==> config.mk <==
export PLATFORM = sky130hd
export DESIGN_NAME = brd_irl_ctrl
export DESIGN_NICKNAME = d
export VERILOG_FILES = /design/src/rtl/brd_irl_pkg.sv /design/src/rtl/brd_irl_monitor.sv /design/src/rtl/brd_irl_encoder.sv /design/src/rtl/brd_irl_regs.sv /design/src/rtl/brd_irl_ctrl.sv
export SDC_FILE = /design/constraint.sdc
export NUM_CORES = 1
export LEC_CHECK = 0
export BUFFER_PORTS_ARGS = -buffer_cell sky130_fd_sc_hd__buf_4
export CAP_MARGIN = 20
export CORE_MARGIN = 2
export CORE_UTILIZATION = 50
export DETAILED_ROUTE_END_ITERATION = 6
export GPL_ROUTABILITY_DRIVEN = 1
export HOLD_SLACK_MARGIN = 0.08
export PLACE_DENSITY = 0.79
export SLEW_MARGIN = 15
export SYNTH_ARGS = -nofsm -noshare
export SYNTH_HDL_FRONTEND = slang
export SYNTH_SLANG_ARGS = --single-unit
==> constraint.sdc <==
create_clock -name clk_i -period 1.31 [get_ports clk_i]
set_input_delay 0.1965 -clock clk_i [delete_from_list [all_inputs] [get_ports clk_i]]
set_output_delay 0.1965 -clock clk_i [all_outputs]
set_load 0.01 [all_outputs]
==> src/rtl/brd_irl_pkg.sv <==
package brd_irl_pkg;
  localparam int unsigned NSRC = 13;
  localparam int unsigned DW   = 16;
  localparam int unsigned AW   = 6;
  localparam int unsigned LW   = 4;

  localparam logic [AW-1:0] OFF_MASK = 6'h00;
  localparam logic [AW-1:0] OFF_PWR  = 6'h30;
  localparam logic [AW-1:0] OFF_VER  = 6'h32;
  localparam logic [AW-1:0] OFF_GPO  = 6'h36;
  localparam logic [DW-1:0] VER_VAL  = 16'h0010;

  typedef enum logic [2:0] {
    SEL_NONE, SEL_MASK, SEL_PWR, SEL_VER, SEL_GPO
  } reg_sel_e;

  // monitor bit owned by each source index
  function automatic logic [3:0] src_bit(input int unsigned idx);
    case (idx)
      0: return 4'd9;   1: return 4'd8;   2: return 4'd14;  3: return 4'd13;
      4: return 4'd12;  5: return 4'd11;  6: return 4'd10;  7: return 4'd6;
      8: return 4'd5;   9: return 4'd4;   10: return 4'd7;  11: return 4'd0;
      12: return 4'd15;
      default: return 4'd1;
    endcase
  endfunction

  // priority number of each source index, lower wins
  function automatic logic [LW-1:0] src_prio(input int unsigned idx);
    case (idx)
      0: return 4'd1;   1: return 4'd2;   2: return 4'd9;   3: return 4'd10;
      4: return 4'd3;   5: return 4'd0;   6: return 4'd4;   7: return 4'd5;
      8: return 4'd6;   9: return 4'd7;   10: return 4'd8;  11: return 4'd11;
      12: return 4'd12;
      default: return 4'd15;
    endcase
  endfunction

  function automatic reg_sel_e decode(input logic [AW-1:0] addr);
    case (addr)
      OFF_MASK: return SEL_MASK;
      OFF_PWR:  return SEL_PWR;
      OFF_VER:  return SEL_VER;
      OFF_GPO:  return SEL_GPO;
      default:  return SEL_NONE;
    endcase
  endfunction
endpackage

==> src/rtl/brd_irl_monitor.sv <==
module brd_irl_monitor
  import brd_irl_pkg::*;
#(
  parameter int unsigned N_SRC = NSRC,
  parameter int unsigned MON_W = DW
) (
  input  logic [N_SRC-1:0] src_i,
  output logic [MON_W-1:0] mon_o
);
  always_comb begin
    mon_o = '0;
    for (int unsigned i = 0; i < N_SRC; i++) begin
      mon_o[src_bit(i)] = src_i[i];
    end
  end
endmodule

==> src/rtl/brd_irl_encoder.sv <==
module brd_irl_encoder
  import brd_irl_pkg::*;
#(
  parameter int unsigned N_SRC = NSRC,
  parameter int unsigned MON_W = DW,
  parameter int unsigned LVL_W = LW
) (
  input  logic [MON_W-1:0] mon_i,
  input  logic [MON_W-1:0] mask_i,
  output logic [LVL_W-1:0] code_o
);
  localparam logic [LVL_W-1:0] IDLE_LVL = '1;

  logic [MON_W-1:0] pend;
  logic [N_SRC-1:0] src_pend;
  logic [LVL_W-1:0] best;

  assign pend = mon_i & mask_i;

  for (genvar g = 0; g < N_SRC; g++) begin : g_src
    assign src_pend[g] = pend[src_bit(g)];
  end

  always_comb begin
    best = IDLE_LVL;
    for (int unsigned i = 0; i < N_SRC; i++) begin
      if (src_pend[i] && (src_prio(i) < best)) best = src_prio(i);
    end
  end

  // idle level inverts to 0
  assign code_o = best ^ IDLE_LVL;
endmodule

==> src/rtl/brd_irl_regs.sv <==
module brd_irl_regs
  import brd_irl_pkg::*;
#(
  parameter int unsigned DATA_W = DW,
  parameter int unsigned ADDR_W = AW
) (
  input  logic              clk_i,
  input  logic              rst_ni,
  input  logic              req_i,
  input  logic              we_i,
  input  logic [ADDR_W-1:0] addr_i,
  input  logic [DATA_W-1:0] wdata_i,
  output logic [DATA_W-1:0] rdata_o,
  output logic [DATA_W-1:0] mask_o,
  output logic [DATA_W-1:0] gpo_o,
  output logic              shut_o
);
  reg_sel_e          sel;
  logic              wr, rd;
  logic [DATA_W-1:0] mask_q, gpo_q, rdata_q, rd_mux;
  logic              shut_q;

  assign sel = decode(addr_i);
  assign wr  = req_i & we_i;
  assign rd  = req_i & ~we_i;

  always_comb begin
    case (sel)
      SEL_MASK: rd_mux = mask_q;
      SEL_VER:  rd_mux = VER_VAL;
      SEL_GPO:  rd_mux = gpo_q;
      default:  rd_mux = '0;
    endcase
  end

  always_ff @(posedge clk_i or negedge rst_ni) begin
    if (!rst_ni) begin
      mask_q  <= '0;
      gpo_q   <= '0;
      rdata_q <= '0;
      shut_q  <= 1'b0;
    end else begin
      shut_q <= wr && (sel == SEL_PWR) && wdata_i[0];
      if (wr && sel == SEL_MASK) mask_q <= wdata_i;
      if (wr && sel == SEL_GPO)  gpo_q  <= wdata_i;
      if (rd)                    rdata_q <= rd_mux;
    end
  end

  assign rdata_o = rdata_q;
  assign mask_o  = mask_q;
  assign gpo_o   = gpo_q;
  assign shut_o  = shut_q;
endmodule

==> src/rtl/brd_irl_ctrl.sv <==
module brd_irl_ctrl
  import brd_irl_pkg::*;
(
  input  logic            clk_i,
  input  logic            rst_ni,
  input  logic [NSRC-1:0] src_i,
  input  logic            bus_req_i,
  input  logic            bus_we_i,
  input  logic [AW-1:0]   bus_addr_i,
  input  logic [DW-1:0]   bus_wdata_i,
  output logic [DW-1:0]   bus_rdata_o,
  output logic [LW-1:0]   irl_o,
  output logic [DW-1:0]   gpo_o,
  output logic            shutdown_o
);
  logic [DW-1:0] mon, mask_q;
  logic [LW-1:0] code, irl_q;

  brd_irl_monitor #(.N_SRC(NSRC), .MON_W(DW)) u_mon (
    .src_i (src_i),
    .mon_o (mon)
  );

  brd_irl_regs #(.DATA_W(DW), .ADDR_W(AW)) u_regs (
    .clk_i   (clk_i),
    .rst_ni  (rst_ni),
    .req_i   (bus_req_i),
    .we_i    (bus_we_i),
    .addr_i  (bus_addr_i),
    .wdata_i (bus_wdata_i),
    .rdata_o (bus_rdata_o),
    .mask_o  (mask_q),
    .gpo_o   (gpo_o),
    .shut_o  (shutdown_o)
  );

  brd_irl_encoder #(.N_SRC(NSRC), .MON_W(DW), .LVL_W(LW)) u_enc (
    .mon_i  (mon),
    .mask_i (mask_q),
    .code_o (code)
  );

  always_ff @(posedge clk_i or negedge rst_ni) begin
    if (!rst_ni) irl_q <= '0;
    else         irl_q <= code;
  end

  assign irl_o = irl_q;
endmodule

==> results.txt, run 1 <==
GRT Total Usage -> 24.4%
sequential-to-total area share from yosys stat -> 57.4%
EDFF count, synth -> 0
clock latency on the worst-skew pair -> 310 ps
Yosys top cell by area -> dfrtp_1
synth cell count leaders -> 53 x dfrtp_1, 22 x mux2_2, 20 x a22oi_1
DRT antenna net count -> 0
nets@finish -> 316
first-pass GRT wire length -> 9450 microns
Ports -> 76
Area Overhead vs Synth -> 42.8%
Lkg Pwr -> 1.64 nW
synthesized net count -> 219
Clock Skew -> 10.4 ps
Top FF cell, synth -> dfrtp_1
Die X -> 72.0 microns
# Max-Cap Violations -> 0
GRT overflow -> 0
Max Slew Vio Count -> 0
PortBufs -> 75
CTS Sinks -> 53
detailed-route via count -> 1870
initial drt markers -> 115
hold violation count in the final report -> 0
Die Height -> 72.0 microns
mean routed wirelength per cell -> 17.9 microns
residual DRC count -> 0
outcome -> finished, violations left
crit path capture type -> flop
Compound-Gate Fraction of Synth Area -> 14.3%
number of global-route vias before repair -> 1926
initial antenna violation count -> 0
FF+latch count, synth -> 53
largest net degree at the start of global routing -> 33
critical path class -> input pin to flop
crit path DAT -> 1580 ps
antenna cells -> 0
Synth top area share -> 57.4%
failing checks -> negative setup slack
via/cell ratio -> 5.68
post-synthesis cell type count -> 30
layout cells sized above 1 -> 52.7%
simple-gate share of the synthesized area -> 8.83%
setup ws final -> -74.8 ps
mux share of post-synthesis cell area -> 17.2%
drt first pass iters -> 5
cts bufs inserted -> 5
Starting Density -> 52.3%
worst hold path class -> input pin to flop
Post-Synth XOR/XNOR Area -> 0%
Final setup viols -> 20
Cell Area, Synth -> 2310 sq um
synth top area cells -> dfrtp_1 57%, mux2_2 11%, a22oi_1 6.5%
Least-Margin Pin Slew -> 419 ps
peak fanout along the critical path -> 16
fin crit period -> 1380 ps
Syn Area/Cell -> 12.8 sq um
final WL -> 5880 microns
TritonCTS clock tree -> built
Synth Area in Adders -> 0%
DP Area -> 3140 sq um
FP Rows -> 24
crit path launch type -> input pin
root buf cell -> clkbuf_8
Total Power -> 3.62 mW
Peak VDD IR -> 0.625 mV
CTS Buffer Depth -> 2
period utilisation layout -> 106%
Post-synth ARST share -> 100%
Pwr per Cell Area -> 1100 nW/um^2
gpl congestion -> 0.904
RSZ-0062 raised after global routing -> yes
worst path required time -> 1500 ps
final instance area -> 3300 sq um
Cells after Synth -> 180
Fmax -> 722 MHz
die area -> 5180 sq um
clk slew on worst S/H paths -> 90 ps
H-tree Lvls -> 2
Slew headroom -> 72.1%
largest family of logic cells by synthesized area -> multiplexers
yosys warns -> 0
HPWL after detailed placement -> 4270 microns
most frequent cell after synthesis -> dfrtp_1
Core Region -> 4410 sq um
==> cells in the final DEF, fill, tap and decap left out, drive strengths merged <==
cell type and count:
a211oi 1, a21o 1, a21oi 17, a222oi 2, a22o 1, a22oi 20, a31o 1, a32o 2
a32oi 2, and3 2, and4bb 1, buf 99, clkbuf 7, dfrtp 53, dlygate4sd3 1, mux2 32
nand2 7, nand2b 1, nand3 3, nand3b 1, nand4 1, nor2 16, nor2b 2, nor3 2
o21ai 1, or4 1
==> critical path, stage by stage <==
cell and delay (ps):
buf_6 90, or4_4 530, nor3_4 180, nand3_4 100
buf_12 170, mux2_4 300
==> state kept, by name, indices dropped and copies added (netlist names) <==
| name | count |
|---|---|
| u_regs.rdata_o | 16 |
| irl_o | 4 |
| u_regs.mask_o | 16 |
| u_regs.gpo_o | 16 |
| u_regs.shut_o | 1 |
==> worst paths after layout <==
check	to	slack (ps)	from	cells after the start
setup reg to reg	irl_o[0]$_DFF_PN0_	10	u_regs.mask_o[13]$_DFFE_PN0P_	4
hold / removal	u_regs.gpo_o[11]$_DFFE_PN0P_	130	bus_wdata_i[11]	2
setup / recovery	u_regs.mask_o[8]$_DFFE_PN0P_	-70	bus_addr_i[0]	6
min in group asynchronous	u_regs.rdata_o[14]$_DFFE_PN0P_	310	rst_ni	2
max in group asynchronous	u_regs.mask_o[8]$_DFFE_PN0P_	530	rst_ni	3
hold reg to reg	u_regs.mask_o[2]$_DFFE_PN0P_	530	u_regs.mask_o[2]$_DFFE_PN0P_	1
==> area by class of cell <==
cell class | instances | area, sq um
Clock buffer | 7 | 86.3
Fill cell | 329 | 1110
Multi-Input combinational cell | 117 | 1010
Sequential cell | 53 | 1330
Tap cell | 52 | 65.1
Timing Repair Buffer | 100 | 810
==> where the power goes <==
part	total [mW]	internal (mW)	switching, mW	leakage, nW
clock	0.916	0.420	0.495	0.0443
combinational	0.794	0.459	0.335	0.902
sequential	1.91	1.80	0.107	0.694
total	3.62	2.68	0.938	1.64
==> cell families (layout without fill, tap and decap cells) <==
logic type             count (synthesis)  after routing
multiplexers                          32             32
AND/OR/NAND/NOR                       37             37
AO/OA/AOI/OAI                         48             48
buffers and inverters                 10            107
flip-flops                            53             53
==> metrics by stage <==
step / util, % / setup slack, ps / hold slack, ps / cells / TNS [ps]
after global placement: 71.2 / -388 / 94.8 / 318 / -14910
after global routing: 74.7 / -106 / 112 / 329 / -2470
final: 74.7 / -74.8 / 130 / 329 / -1010
after floorplan: - / -420 / -99.1 / 180 / -12060
after CTS: 74.3 / -73.8 / 123 / 328 / -965
after detailed placement: 71.2 / -424 / 98.6 / 318 / -16490
==> layer usage <==
metal	vias to the layer above	global-route usage [%]	share of wire, %	routed length [microns]
li1	863	-	-	-
met1	917	33.2	43	2540
met2	83	39.5	48	2840
met3	7	5.69	7.3	428
met4	0	6.92	1.2	70
met5	-	0	0	0
==> timing repair <==
item / CTS / global route
hold buffers: 1 / 0
endpoints found under the setup margin: 42 / 36
cloned: 1 / 0
endpoints found under the hold margin: 41 / 0
buffers inserted: 1 / 1
pin swaps: 3 / 2
resized for setup: 7 / 4
Power figures use the tool's default switching activity.
==> run 2, diff against run 1 <==
--- a/config.mk
+++ b/config.mk
@@ -8,11 +8,11 @@
 export BUFFER_PORTS_ARGS = -buffer_cell sky130_fd_sc_hd__buf_4
 export CAP_MARGIN = 20
 export CORE_MARGIN = 2
-export CORE_UTILIZATION = 50
+export CORE_UTILIZATION = 45
 export DETAILED_ROUTE_END_ITERATION = 6
 export GPL_ROUTABILITY_DRIVEN = 1
 export HOLD_SLACK_MARGIN = 0.08
-export PLACE_DENSITY = 0.79
+export PLACE_DENSITY = 0.75
 export SLEW_MARGIN = 15
 export SYNTH_ARGS = -nofsm -noshare
 export SYNTH_HDL_FRONTEND = slang
==> constraint.sdc (replaced) <==
create_clock -name clk_i -period 1.2 [get_ports clk_i]
set_input_delay 0.18 -clock clk_i [delete_from_list [all_inputs] [get_ports clk_i]]
set_output_delay 0.18 -clock clk_i [all_outputs]
set_load 0.01 [all_outputs]
==> run 2 against run 1 <==
Net effect:
- the flow still finishes with violations (negative setup slack)
- die area is 10% higher
- first-iteration DRC count is 23% higher
- sequential share of layout area is 2.8 points lower
- utilization is 4.3 points lower
- clock power is 38% higher
- non-clock buffer count is 8 higher
- routed wire length is 5.7% higher
- combinational power is 16% higher
- via count is 4.3% higher
- setup slack worse by 88 ps
==> results.txt, run 2 (synthesis results as in run 1) <==
CTS Sinks -> 53 (unchanged)
Slew headroom -> 70.7% (-1.3 points)
FF/Latch Area -> 1330 sq um (unchanged)
worst hold path class -> input pin to flop
final WL -> 6210 microns (+5.7%)
PortBufs -> 75 (unchanged)
Least-Margin Pin Slew -> 439 ps (+20.2 ps)
Pwr per Cell Area -> 1210 nW/um^2 (+9.9%)
slowest cell delay on critical path -> 530 ps (about the same)
Levels on crit path -> 6 (unchanged)
initial antenna violation count -> 0 (unchanged)
Fmax -> 734 MHz
area of the multi-input gates -> 1110 sq um (+9.5%)
# Max-Cap Violations -> 0 (unchanged)
commonest non-fill, non-tap cell in the layout -> buf_4
GRT overflow -> 0 (unchanged)
Core Region -> 5040 sq um (+14%)
Area Overhead vs Synth -> 53.7%
Ports -> 76 (unchanged)
clk slew on worst S/H paths -> 90 ps (about the same)
Critical Path Source -> bus_addr_i[0]
worst path required time -> 1400 ps (-100 ps)
Peak VDD IR -> 0.930 mV (+49%)
Reg2Reg Depth -> 4 (unchanged)
crit path DAT -> 1560 ps (-20 ps)
critical path class -> input pin to flop
setup ws final -> -163 ps (-88.3 ps)
layout cells sized above 1 -> 61.5% (+8.8 points)
HPWL after detailed placement -> 4080 microns (-4.4%)
# fillers -> 370 (+12%)
DRT antenna net count -> 0 (unchanged)
detailed-route via count -> 1951 (+4.3%)
Hold Worst Slack -> 102 ps (-28.4 ps)
post-layout util -> 70.4% (-4.3 points)
TritonCTS clock tree -> built
outcome -> finished, violations left
cts bufs inserted -> 5 (unchanged)
Buf/Inv on CP -> 2 (unchanged)
FP Rows -> 26 (+8.3%)
Lkg Pwr -> 1.70 nW (+3.9%)
CTS Buffer Depth -> 2 (unchanged)
Die Height -> 75.6 microns (+5.1%)
antenna cells -> 0 (unchanged)
residual DRC count -> 0 (unchanged)
via/cell ratio -> 5.48 (-3.6%)
failing checks -> negative setup slack
peak fanout along the critical path -> 16 (unchanged)
most frequent cells in the layout -> 96 x buf_4, 53 x dfrtp_1, 26 x mux2_4, 18 x a22oi_2, 16 x nor2_1
CP top delay family -> simple AND/OR/NAND/NOR gates
crit path launch type -> input pin
hold violation count in the final report -> 0 (unchanged)
RSZ-0062 raised after global routing -> yes
initial drt markers -> 142 (+23%)
Die X -> 75.6 microns (+5.1%)
Final setup viols -> 51 (+160%)
fin crit period -> 1360 ps
slowest library cell on the worst path -> or4_4
largest net degree at the start of global routing -> 33 (unchanged)
mean routed wirelength per cell -> 17.4 microns (-2.3%)
period utilisation layout -> 114%
worst slack, placed -> -516 ps (-91.8 ps)
drt first pass iters -> 6 (+1)
FF-to-FF Start -> u_regs.mask_o[0]$_DFFE_PN0P_
crit path capture type -> flop
CP endpoint -> u_regs.mask_o[14]$_DFFE_PN0P_
die area -> 5720 sq um (+10%)
Max Slew Vio Count -> 0 (unchanged)
gpl congestion -> 0.802 (-11%)
crit path cell chain -> buf_6 -> or4_4 -> nor3_4 -> nand3_4 -> buf_12 -> mux2_4
first-pass GRT wire length -> 9440 microns (about the same)
number of global-route vias before repair -> 1917 (-0.47%)
setup TNS -> -5370 ps (-4370 ps)
root buf cell -> clkbuf_8
nets@finish -> 324 (+2.5%)
Total Power -> 4.28 mW (+18%)
GRT Total Usage -> 22.9% (-1.5 points)
Clock Skew -> 9.22 ps (-1.17 ps)
Crit Reg-Reg Endpoint -> irl_o[1]$_DFF_PN0_
r2r setup slk -> -150 ps (-160 ps)
H-tree Lvls -> 2 (unchanged)
Starting Density -> 45.8% (-6.5 points)
clock latency on the worst-skew pair -> 310 ps (about the same)
## run 2: report_power, final
part | total, mW | internal [mW] | switching (mW) | leakage (nW)
Sequential | 2.10 | 1.97 | 0.134 | 0.694
Combinational | 0.918 | 0.532 | 0.386 | 0.952
Clock | 1.26 | 0.678 | 0.580 | 0.0574
Total | 4.28 | 3.18 | 1.10 | 1.70
## run 2: metrics by stage
stage | instance area, sq um | std cells
global placement | 3220 | 343
global route | 3550 | 356
finish | 3550 | 356
floorplan | 2380 | 180
detailed placement | 3220 | 343
CTS | 3550 | 358
## run 2: repair_timing
item                                    4_1_cts  5_1_grt
pin swaps                                    23        2
endpoints found under the setup margin       51       52
cloned                                        2        0
hold buffers                                  1        0
buffers inserted                              4        0
resized for setup                            31        8
hold endpoints to repair                     53        0
## run 2: per-layer routing
metal	global-route usage, %	up-vias	wire length [microns]	share of wire [%]
li1	-	882	-	-
met1	28.2	971	2520	41
met2	39.8	76	3190	51
met3	5.56	22	352	5.7
met4	7.21	0	151	2.4
met5	0	-	0	0
## run 2: area by class of cell
cell class / count / share of cell area, %
tap: 70 / 2.47
timing repair buffer: 108 / 25.6
multi-input combinational: 117 / 31.2
sequential: 53 / 37.4
clock buffer: 6 / 2.33
clock inverter: 2 / 1.06
## run 2: worst min path at each step
stage | cells past startpoint | to | startpoint | slack [ps]
final | 2 | u_regs.gpo_o[1]$_DFFE_PN0P_ | bus_wdata_i[1] | 100
after global routing | 2 | u_regs.gpo_o[1]$_DFFE_PN0P_ | bus_wdata_i[1] | 90
after CTS | 2 | u_regs.gpo_o[1]$_DFFE_PN0P_ | bus_wdata_i[1] | 100
after detailed placement | 1 | u_regs.gpo_o[7]$_DFFE_PN0P_ | rst_ni | 90
after global placement | 1 | u_regs.gpo_o[9]$_DFFE_PN0P_ | rst_ni | 90
after floorplan | 0 | irl_o[0]$_DFF_PN0_ | rst_ni | -120
## run 2: worst register-to-register path, delay by kind of cell, from the launching register on
family | cells | cell delay [ps]
compound gates | 2 | 650
flops | 1 | 410
simple gates | 2 | 230
==> run 3, diff against run 2 <==
--- a/config.mk
+++ b/config.mk
@@ -8,12 +8,13 @@
 export BUFFER_PORTS_ARGS = -buffer_cell sky130_fd_sc_hd__buf_4
 export CAP_MARGIN = 20
 export CORE_MARGIN = 2
-export CORE_UTILIZATION = 45
+export CORE_UTILIZATION = 46
 export DETAILED_ROUTE_END_ITERATION = 6
 export GPL_ROUTABILITY_DRIVEN = 1
 export HOLD_SLACK_MARGIN = 0.08
-export PLACE_DENSITY = 0.75
+export PLACE_DENSITY = 0.76
 export SLEW_MARGIN = 15
 export SYNTH_ARGS = -nofsm -noshare
 export SYNTH_HDL_FRONTEND = slang
+export SYNTH_HIERARCHICAL = 1
 export SYNTH_SLANG_ARGS = --single-unit
==> run 3 against run 2 <==
Net effect:
- the run still ends with negative setup slack left
- first-iteration DRC count is 38% lower
- critical path type unchanged
- clock power shrank 17%
- global-route usage is 0.80 points lower
- via count about the same
- routed wire length increased by 0.98%
- flip-flop and latch count unchanged
- die area grew 2.1%
- power down 12%
- critical path depth fell by 1
==> results.txt, run 3 <==
FP Rows -> 26 (unchanged)
DRT antenna net count -> 0 (unchanged)
residual DRC count -> 0 (unchanged)
cts bufs inserted -> 5 (unchanged)
detailed-route via count -> 1950 (-0.051%)
first-pass GRT wire length -> 10100 microns (+6.5%)
outcome -> finished, violations left
Ports -> 76 (unchanged)
period utilisation layout -> 116% (+2.0 points)
mean routed wirelength per cell -> 17.2 microns (-1.5%)
worst hold path class -> input pin to flop
crit path capture type -> flop
Die X -> 76.4 microns (+1.1%)
GRT overflow -> 0 (unchanged)
Clock Skew -> 7.23 ps (-1.99 ps)
DP Area -> 3270 sq um (+1.5%)
Finished Layout Cells -> 365 (+2.5%)
Max Slew Vio Count -> 0 (unchanged)
CTS Sinks -> 53 (unchanged)
worst slack, placed -> -535 ps (-18.5 ps)
Least-Margin Pin Slew -> 319 ps (-120 ps)
layout cells sized above 1 -> 64.1% (+2.5 points)
CTS Buffer Depth -> 2 (unchanged)
worst path required time -> 1400 ps (about the same)
Pwr per Cell Area -> 1060 nW/um^2 (-12%)
peak fanout along the critical path -> 16 (unchanged)
critical path class -> input pin to flop
Starting Density -> 47.6% (+1.8 points)
Lkg Pwr -> 1.71 nW (+0.65%)
Peak VDD IR -> 0.886 mV (-4.6%)
largest net degree at the start of global routing -> 31 (-6.1%)
H-tree Lvls -> 2 (unchanged)
# Max-Cap Violations -> 0 (unchanged)
Cell Area, Synth -> 2410 sq um (+4.5%)
crit path launch type -> input pin
nets@finish -> 334 (+3.1%)
Core Region -> 5070 sq um (+0.65%)
HPWL after detailed placement -> 4370 microns (+6.9%)
Area Overhead vs Synth -> 46.7%
clock latency on the worst-skew pair -> 320 ps (about the same)
setup TNS -> -4220 ps (+1150 ps)
Hold Worst Slack -> 97.3 ps (-4.60 ps)
final WL -> 6270 microns (+0.98%)
crit path DAT -> 1590 ps (+30 ps)
fin crit period -> 1390 ps (+24.5 ps)
initial antenna violation count -> 0 (unchanged)
via/cell ratio -> 5.34 (-2.5%)
hold violation count in the final report -> 0 (unchanged)
gpl congestion -> 0.745 (-7.0%)
drt first pass iters -> 4 (-2)
failing checks -> negative setup slack
Placed Instances -> 356 (+3.8%)
Die Height -> 76.4 microns (+1.1%)
Syn Area/Cell -> 12.1 sq um (-6.0%)
final instance area -> 3540 sq um (-0.25%)
commonest non-fill, non-tap cell in the layout -> buf_4
yosys warns -> 6 (+6)
root buf cell -> clkbuf_8
antenna cells -> 0 (unchanged)
RSZ-0062 raised after global routing -> yes
GRT Total Usage -> 22.1% (-0.80 points)
TritonCTS clock tree -> built
number of global-route vias before repair -> 2044 (+6.6%)
most frequent cells in the layout -> 98 x buf_4, 53 x dfrtp_1, 27 x nand2_1, 27 x mux2_2, 15 x o21ai_2
Total Power -> 3.75 mW (-12%)
clk slew on worst S/H paths -> 100 ps (about the same)
Post-CTS Setup Bufs -> 0 (-4)
post-layout util -> 69.8% (-0.62 points)
synthesized net count -> 239 (+9.1%)
Slew headroom -> 78.7% (+8.0 points)
Final setup viols -> 34 (-33%)
setup ws final -> -188 ps (-24.5 ps)
Fmax -> 721 MHz (-1.8%)
Cells after Synth -> 200 (+11%)
initial drt markers -> 88 (-38%)
die area -> 5840 sq um (+2.1%)
PortBufs -> 75 (unchanged)
run 3: critical path, cell delays in order:
cell and delay (ps):
buf_6 90, or4_4 550, nor4_4 210, buf_12 200
mux2_2 340
run 3: area by class of cell:
type / count / area (sq um)
Sequential cell: 53 / 1330
Tap cell: 70 / 87.6
Fill cell: 370 / 1530
Timing Repair Buffer: 108 / 890
Clock buffer: 6 / 82.6
Multi-Input combinational cell: 127 / 1150
Clock inverter: 1 / 7.51
run 3: worst paths after layout:
check                                               from                            end  slack [ps]  depth (start not counted)
max                                        bus_addr_i[1]   u_regs/mask_o[9]$_DFFE_PN0P_        -190                          5
min                                       bus_wdata_i[2]   u_regs/mask_o[2]$_DFFE_PN0P_         100                          2
max reg2reg                u_regs/mask_o[13]$_DFFE_PN0P_             irl_o[1]$_DFF_PN0_         -70                          4
min reg2reg                u_regs/rdata_o[6]$_DFFE_PN0P_  u_regs/rdata_o[6]$_DFFE_PN0P_         480                          2
max in group asynchronous                         rst_ni  u_regs/mask_o[12]$_DFFE_PN0P_         450                          3
min in group asynchronous                         rst_ni  u_regs/rdata_o[4]$_DFFE_PN0P_         290                          2
run 3: power breakdown:
| group | switching [mW] | internal (mW) |
|---|---|---|
| clock | 0.582 | 0.457 |
| sequential | 0.0942 | 1.91 |
| combinational | 0.303 | 0.405 |
| total | 0.978 | 2.77 |
run 3: per-layer routing:
layer / part of all wire (%) / vias up / global-route usage (%)
li1: - / 905 / -
met1: 41 / 978 / 27.3
met2: 53 / 59 / 38.1
met3: 4.9 / 8 / 4.74
met4: 1.3 / 0 / 8.00
met5: 0 / - / 0
run 3: what timing repair did:
action                                  in CTS  in global routing
cloned                                       1                  0
gates resized for setup                     29                  7
endpoints found under the setup margin      34                 34
hold buffers                                 1                  0
endpoints found under the hold margin       53                  0
pin swaps                                    8                  5
